===== config.mk =====
export PLATFORM = sky130hd
export DESIGN_NAME = strobe_in_port
export DESIGN_NICKNAME = d
export VERILOG_FILES = /design/src/rtl/strobe_in_pkg.sv /design/src/rtl/sip_sync.sv /design/src/rtl/sip_edge.sv /design/src/rtl/sip_buffer.sv /design/src/rtl/sip_irq.sv /design/src/rtl/strobe_in_port.sv
export SDC_FILE = /design/constraint.sdc
export NUM_CORES = 1
export LEC_CHECK = 0
export BUFFER_PORTS_ARGS = -buffer_cell sky130_fd_sc_hd__buf_2
export CAP_MARGIN = 40
export CORE_AREA = 2 2 51 53
export DETAILED_ROUTE_END_ITERATION = 8
export DIE_AREA = 0 0 53 55
export GPL_ROUTABILITY_DRIVEN = 0
export PLACE_DENSITY = 0.78
export SYNTH_ARGS = -nofsm -noshare
export SYNTH_HDL_FRONTEND = slang
export SYNTH_SLANG_ARGS = --single-unit

===== constraint.sdc =====
create_clock -name clk -period 1.2 [get_ports clk]
set_input_delay 0.06 -clock clk [delete_from_list [all_inputs] [get_ports clk]]
set_output_delay 0.06 -clock clk [all_outputs]
set_load 0.02 [all_outputs]

===== src/rtl/strobe_in_pkg.sv =====
package strobe_in_pkg;

  // Decoded view of one synchronized control line
  typedef struct packed {
    logic level;
    logic rise;
    logic fall;
  } sip_edge_t;

  localparam int STATUS_W = 3;

  // Poll word layout: [2] buffer full, [1] interrupt, [0] enable
  function automatic logic [STATUS_W-1:0] sip_status(input logic full,
                                                      input logic irq,
                                                      input logic en);
    return {full, irq, en};
  endfunction

endpackage


===== src/rtl/sip_sync.sv =====
module sip_sync #(
  parameter int          W       = 1,
  parameter int          STAGES  = 2,
  parameter logic [W-1:0] RST_VAL = '0
) (
  input  logic         clk,
  input  logic         rst_n,
  input  logic [W-1:0] d,
  output logic [W-1:0] q
);

  logic [STAGES-1:0][W-1:0] chain_q;

  generate
    if (STAGES == 1) begin : g_single
      always_ff @(posedge clk or negedge rst_n) begin
        if (!rst_n) chain_q <= RST_VAL;
        else        chain_q <= d;
      end
    end else begin : g_chain
      always_ff @(posedge clk or negedge rst_n) begin
        if (!rst_n) chain_q <= {STAGES{RST_VAL}};
        else        chain_q <= {chain_q[STAGES-2:0], d};
      end
    end
  endgenerate

  assign q = chain_q[STAGES-1];

endmodule


===== src/rtl/sip_edge.sv =====
module sip_edge
  import strobe_in_pkg::*;
#(
  parameter logic IDLE = 1'b0
) (
  input  logic      clk,
  input  logic      rst_n,
  input  logic      lvl,
  output sip_edge_t ev
);

  logic prev_q;

  always_ff @(posedge clk or negedge rst_n) begin
    if (!rst_n) prev_q <= IDLE;
    else        prev_q <= lvl;
  end

  assign ev.level = lvl;
  assign ev.rise  = lvl & ~prev_q;
  assign ev.fall  = ~lvl & prev_q;

endmodule


===== src/rtl/sip_buffer.sv =====
module sip_buffer #(
  parameter int W = 8
) (
  input  logic         clk,
  input  logic         rst_n,
  input  logic         load,
  input  logic [W-1:0] din,
  input  logic         mark_full,
  input  logic         mark_empty,
  output logic [W-1:0] dout,
  output logic         full_q,
  output logic         full_nxt
);

  // Occupancy: a new strobe beats a finishing read in the same cycle
  always_comb begin
    full_nxt = full_q;
    if (mark_empty) full_nxt = 1'b0;
    if (mark_full)  full_nxt = 1'b1;
  end

  always_ff @(posedge clk or negedge rst_n) begin
    if (!rst_n) begin
      full_q <= 1'b0;
      dout   <= '0;
    end else begin
      full_q <= full_nxt;
      if (load) dout <= din;
    end
  end

endmodule


===== src/rtl/sip_irq.sv =====
module sip_irq (
  input  logic clk,
  input  logic rst_n,
  input  logic enable,
  input  logic full_nxt,
  input  logic stb_high,
  input  logic rd_active,
  output logic irq_q
);

  always_ff @(posedge clk or negedge rst_n) begin
    if (!rst_n) irq_q <= 1'b0;
    else        irq_q <= enable & full_nxt & stb_high & ~rd_active;
  end

endmodule


===== src/rtl/strobe_in_port.sv =====
module strobe_in_port
  import strobe_in_pkg::*;
#(
  parameter int W           = 8,
  parameter int SYNC_STAGES = 2
) (
  input  logic          clk,
  input  logic          rst_n,
  input  logic [W-1:0]  per_data,
  input  logic          per_stb_n,
  input  logic          host_rd_n,
  input  logic          host_sel,
  input  logic          irq_en,
  output logic          buf_full,
  output logic          irq_req,
  output logic [W-1:0]  host_data,
  output logic [STATUS_W-1:0] status
);

  logic         stb_high_s;
  logic         rd_act_s;
  logic [W-1:0] data_s;
  sip_edge_t    stb_ev;
  sip_edge_t    rd_ev;
  logic         full_nxt;

  // Strobe idles high, so its chain resets to 1
  sip_sync #(.W(1), .STAGES(SYNC_STAGES), .RST_VAL(1'b1)) u_stb_sync (
    .clk(clk), .rst_n(rst_n), .d(per_stb_n), .q(stb_high_s)
  );

  // Qualified read request
  sip_sync #(.W(1), .STAGES(SYNC_STAGES), .RST_VAL(1'b0)) u_rd_sync (
    .clk(clk), .rst_n(rst_n), .d(~host_rd_n & host_sel), .q(rd_act_s)
  );

  // Data delayed to line up with the synchronized strobe
  sip_sync #(.W(W), .STAGES(SYNC_STAGES), .RST_VAL('0)) u_data_dly (
    .clk(clk), .rst_n(rst_n), .d(per_data), .q(data_s)
  );

  sip_edge #(.IDLE(1'b1)) u_stb_edge (
    .clk(clk), .rst_n(rst_n), .lvl(stb_high_s), .ev(stb_ev)
  );

  sip_edge #(.IDLE(1'b0)) u_rd_edge (
    .clk(clk), .rst_n(rst_n), .lvl(rd_act_s), .ev(rd_ev)
  );

  sip_buffer #(.W(W)) u_buf (
    .clk(clk), .rst_n(rst_n),
    .load(stb_ev.rise), .din(data_s),
    .mark_full(stb_ev.fall), .mark_empty(rd_ev.fall),
    .dout(host_data), .full_q(buf_full), .full_nxt(full_nxt)
  );

  sip_irq u_irq (
    .clk(clk), .rst_n(rst_n),
    .enable(irq_en), .full_nxt(full_nxt),
    .stb_high(stb_ev.level), .rd_active(rd_ev.level),
    .irq_q(irq_req)
  );

  assign status = sip_status(buf_full, irq_req, irq_en);

endmodule


==> impl_metrics.json <==
{
  "outcome": "finished with violations",
  "violations": "setup timing",
  "yosys.area.top_type_share": 0.720,
  "worst_hold_slack_ns": 0.292,
  "worst_slack_ns": -0.0325,
  "cts_setup_buffers": 0,
  "antenna_cells": 0,
  "grtUsageTotal": 0.128,
  "rr_worst_depth": 3,
  "antenna_left": 0,
  "r2r-start": "u_stb_sync.q$_DFF_PN1_",
  "die_y_um": 55,
  "routed_via_density": 4.20,
  "worst_path_max_delay_cell": "dfstp_2",
  "p_int_w": 0.00159,
  "cp_num_buf_inv": 1,
  "timing.final.crit_share": 1.03,
  "p_comb_frac": 0.138,
  "max_stage_delay_ns": 0.54,
  "hold_path_class": "in -> async",
  "drive_above_1_share": 0.510,
  "nets": 109,
  "antenna_found_initial": 0,
  "yosysMostFrequentCell": "dfrtp_1",
  "hpwl_um": 1010,
  "cp_max_fo": 8,
  "p_clk_frac": 0.292,
  "path_delay_family": "flip-flops",
  "wl_per_cell_um": 12.1,
  "grt_first_pass_wirelength_um": 2370,
  "rsz0062_at_grt": "true",
  "worst_setup_path_start_kind": "flop",
  "synth_cell_type_count": 12,
  "fin_crit_ns": 1.23,
  "cts.sinks": 32,
  "netlist_top_cells_count": "dfrtp_1 (29), mux2_4 (8), buf_4 (3), dfstp_2 (3)",
  "clock_path_buffers": 2,
  "cp.required_ns": 1.42,
  "synth_edf_count": 0,
  "fmax_ghz": 0.811,
  "tightest_slew_ns": 0.659,
  "avgSynthCellArea_um2": 19.8,
  "finalMaxSlewViolations": 0,
  "slew_headroom": 0.560,
  "reg2reg_slack_ns": -0.03,
  "syn-num-nets": 65,
  "vias": 529,
  "drtIter0Drc": 5,
  "skew_ns": 0.0111,
  "cp.depth": 3,
  "cap_violations": 0,
  "h-tree-depth": 2,
  "setup_viol": 8,
  "grt_remaining_overflow": 0,
  "synth_area_leaders": "dfrtp_1 (72%), mux2_4 (12%), dfstp_2 (7.8%)",
  "firstDrtPassIters": 4,
  "core_area_um2": 2360,
  "initial_core_util": 0.426,
  "die_area_um2": 2920,
  "synth_async_sr_flop_share": 1.00,
  "die_w_um": 53,
  "syn_area_um2": 1010,
  "port_buffers": 26,
  "seqPwrFrac": 0.570,
  "insertion_delay_ns": 0.33,
  "yosys.area.top_type": "dfrtp_1",
  "cts_buffers": 5,
  "ios": 27,
  "finalHoldViolCount": 0,
  "synth-seq-cells": 32,
  "fin_util": 0.576,
  "yosysSeqAreaShare": 0.798,
  "syn2layout_area_growth_pct": 35.0,
  "power.density_nw_per_um2": 1560,
  "p_leak_nw": 0.672,
  "r2r-end": "u_buf.dout[3]$_DFFE_PN0P_",
  "ys_warn_count": 0,
  "netSwitchingPower_w": 0.000525,
  "p_sw_frac": 0.248,
  "syn_inst": 51,
  "ctsResizeCount": 0,
  "cts_root_buf": "clkbuf_4",
  "criticalPathCategory": "reg -> reg",
  "cp_cell_sequence": "nor2b_4 > buf_12 > mux2_4",
  "drc_errors": 0,
  "fp-row-count": 18,
  "cts_tree": "yes",
  "routed_wirelength_um": 1520,
  "ys.flop_type": "dfrtp_1",
  "grt_pass1_vias": 508,
  "ir_drop_mv": 1.17,
  "path_clk_slew_ns": 0.09,
  "worstSetupEndpointType": "flop",
  "grt_max_degree": 33,
  "worstPathArrival_ns": 1.45
}
## cells in the final DEF (no fill, tap or decap)
cell	Yosys	layout
a22o_2	1	1
nor2b_1	1	1
nand2b_1	1	1
nor4_1	1	1
dfstp_2	3	3
dfrtp_1	29	29
nor2b_4	1	1
clkinv_2	0	2
nand2_1	1	1
buf_2	0	26
buf_4	3	1
buf_12	0	1
dlygate4sd3_1	0	13
clkbuf_4	0	5
inv_1	1	1
mux2_4	8	8
clkbuf_8	0	1
## stage by stage
stage / cell area, um2 / setup TNS [ns] / setup slack (ns) / power, W / cells
final: 1360 / -0.217 / -0.0325 / 0.00212 / 126
after global routing: 1360 / -0.490 / -0.0680 / 0.00223 / 126
after CTS: 1360 / -0.342 / -0.0490 / 0.00214 / 126
after detailed placement: 1170 / -0.234 / -0.0323 / 0.00149 / 105
after global placement: 1170 / -0.0170 / -0.00384 / 0.00148 / 105
after floorplan: 1010 / -0.0351 / -0.00438 / 0.00138 / 51
## layer usage
layer	vias to the layer above	GRT usage	share of wire
met2	18	0.194	0.52
li1	253	-	-
met4	0	0.0641	0.016
met1	255	0.141	0.40
met3	3	0.0806	0.069
met5	-	0	0
## worst reg2reg max path: cells and delay by family, from the launching register on
| kind | cells | cell delay (ns) |
|---|---|---|
| muxes | 1 | 0.30 |
| DFF | 1 | 0.54 |
| and+or+nand+nor | 1 | 0.16 |
| buffers and inverters | 1 | 0.14 |
## worst max-delay path by stage
stage	start	endpoint	slack, ns
after floorplan	u_stb_sync.q$_DFF_PN1_	u_buf.dout[0]$_DFFE_PN0P_	-0.004
after global placement	u_stb_sync.q$_DFF_PN1_	u_buf.dout[0]$_DFFE_PN0P_	-0.004
after detailed placement	u_stb_sync.q$_DFF_PN1_	u_buf.dout[6]$_DFFE_PN0P_	-0.03
after CTS	u_stb_sync.q$_DFF_PN1_	u_buf.dout[3]$_DFFE_PN0P_	-0.05
after global routing	u_stb_sync.q$_DFF_PN1_	u_buf.dout[4]$_DFFE_PN0P_	-0.07
final	u_stb_sync.q$_DFF_PN1_	u_buf.dout[3]$_DFFE_PN0P_	-0.03
## power groups by stage
stage	sequential, W	combinational, W	clock, W
floorplan	0.00128	0.000104	0
global placement	0.00122	0.000254	0
detailed placement	0.00123	0.000264	0
CTS	0.00121	0.000296	0.000637
global route	0.00122	0.000316	0.000693
finish	0.00121	0.000291	0.000620
## kinds of logic after synthesis
logic type / share of synthesized area
buffers and inverters: 0.0372
flip-flops: 0.798
AO/OA/AOI/OAI: 0.00993
AND/OR/NAND/NOR: 0.0360
multiplexers: 0.119
## timing repair
| action | 4_1_cts | 5_1_grt |
|---|---|---|
| hold buffers | 13 | 0 |
| hold endpoints to repair | 40 | 0 |
| setup endpoints to repair | 8 | 8 |
## state kept, by name, summed over array words and instances (netlist names)
| register | count |
|---|---|
| u_buf.dout | 8 |
| u_buf.full_q | 1 |
| u_data_dly.chain_q | 8 |
| u_data_dly.q | 8 |
| u_irq.irq_q | 1 |
| u_rd_edge.prev_q | 1 |
| u_rd_sync.chain_q | 1 |
| u_rd_sync.q | 1 |
| u_stb_edge.prev_q | 1 |
| u_stb_sync.chain_q | 1 |
| u_stb_sync.q | 1 |
## cell type report
class,instances,area (um2)
well taps,30,37.5
inverters,1,3.75
clock buffers,6,51.3
fillers,192,1000
repair buffers,41,288
multi-input cells,14,166
flip-flops and latches,32,805
clock inverters,2,10.0
(Power assumes the default switching activity.)
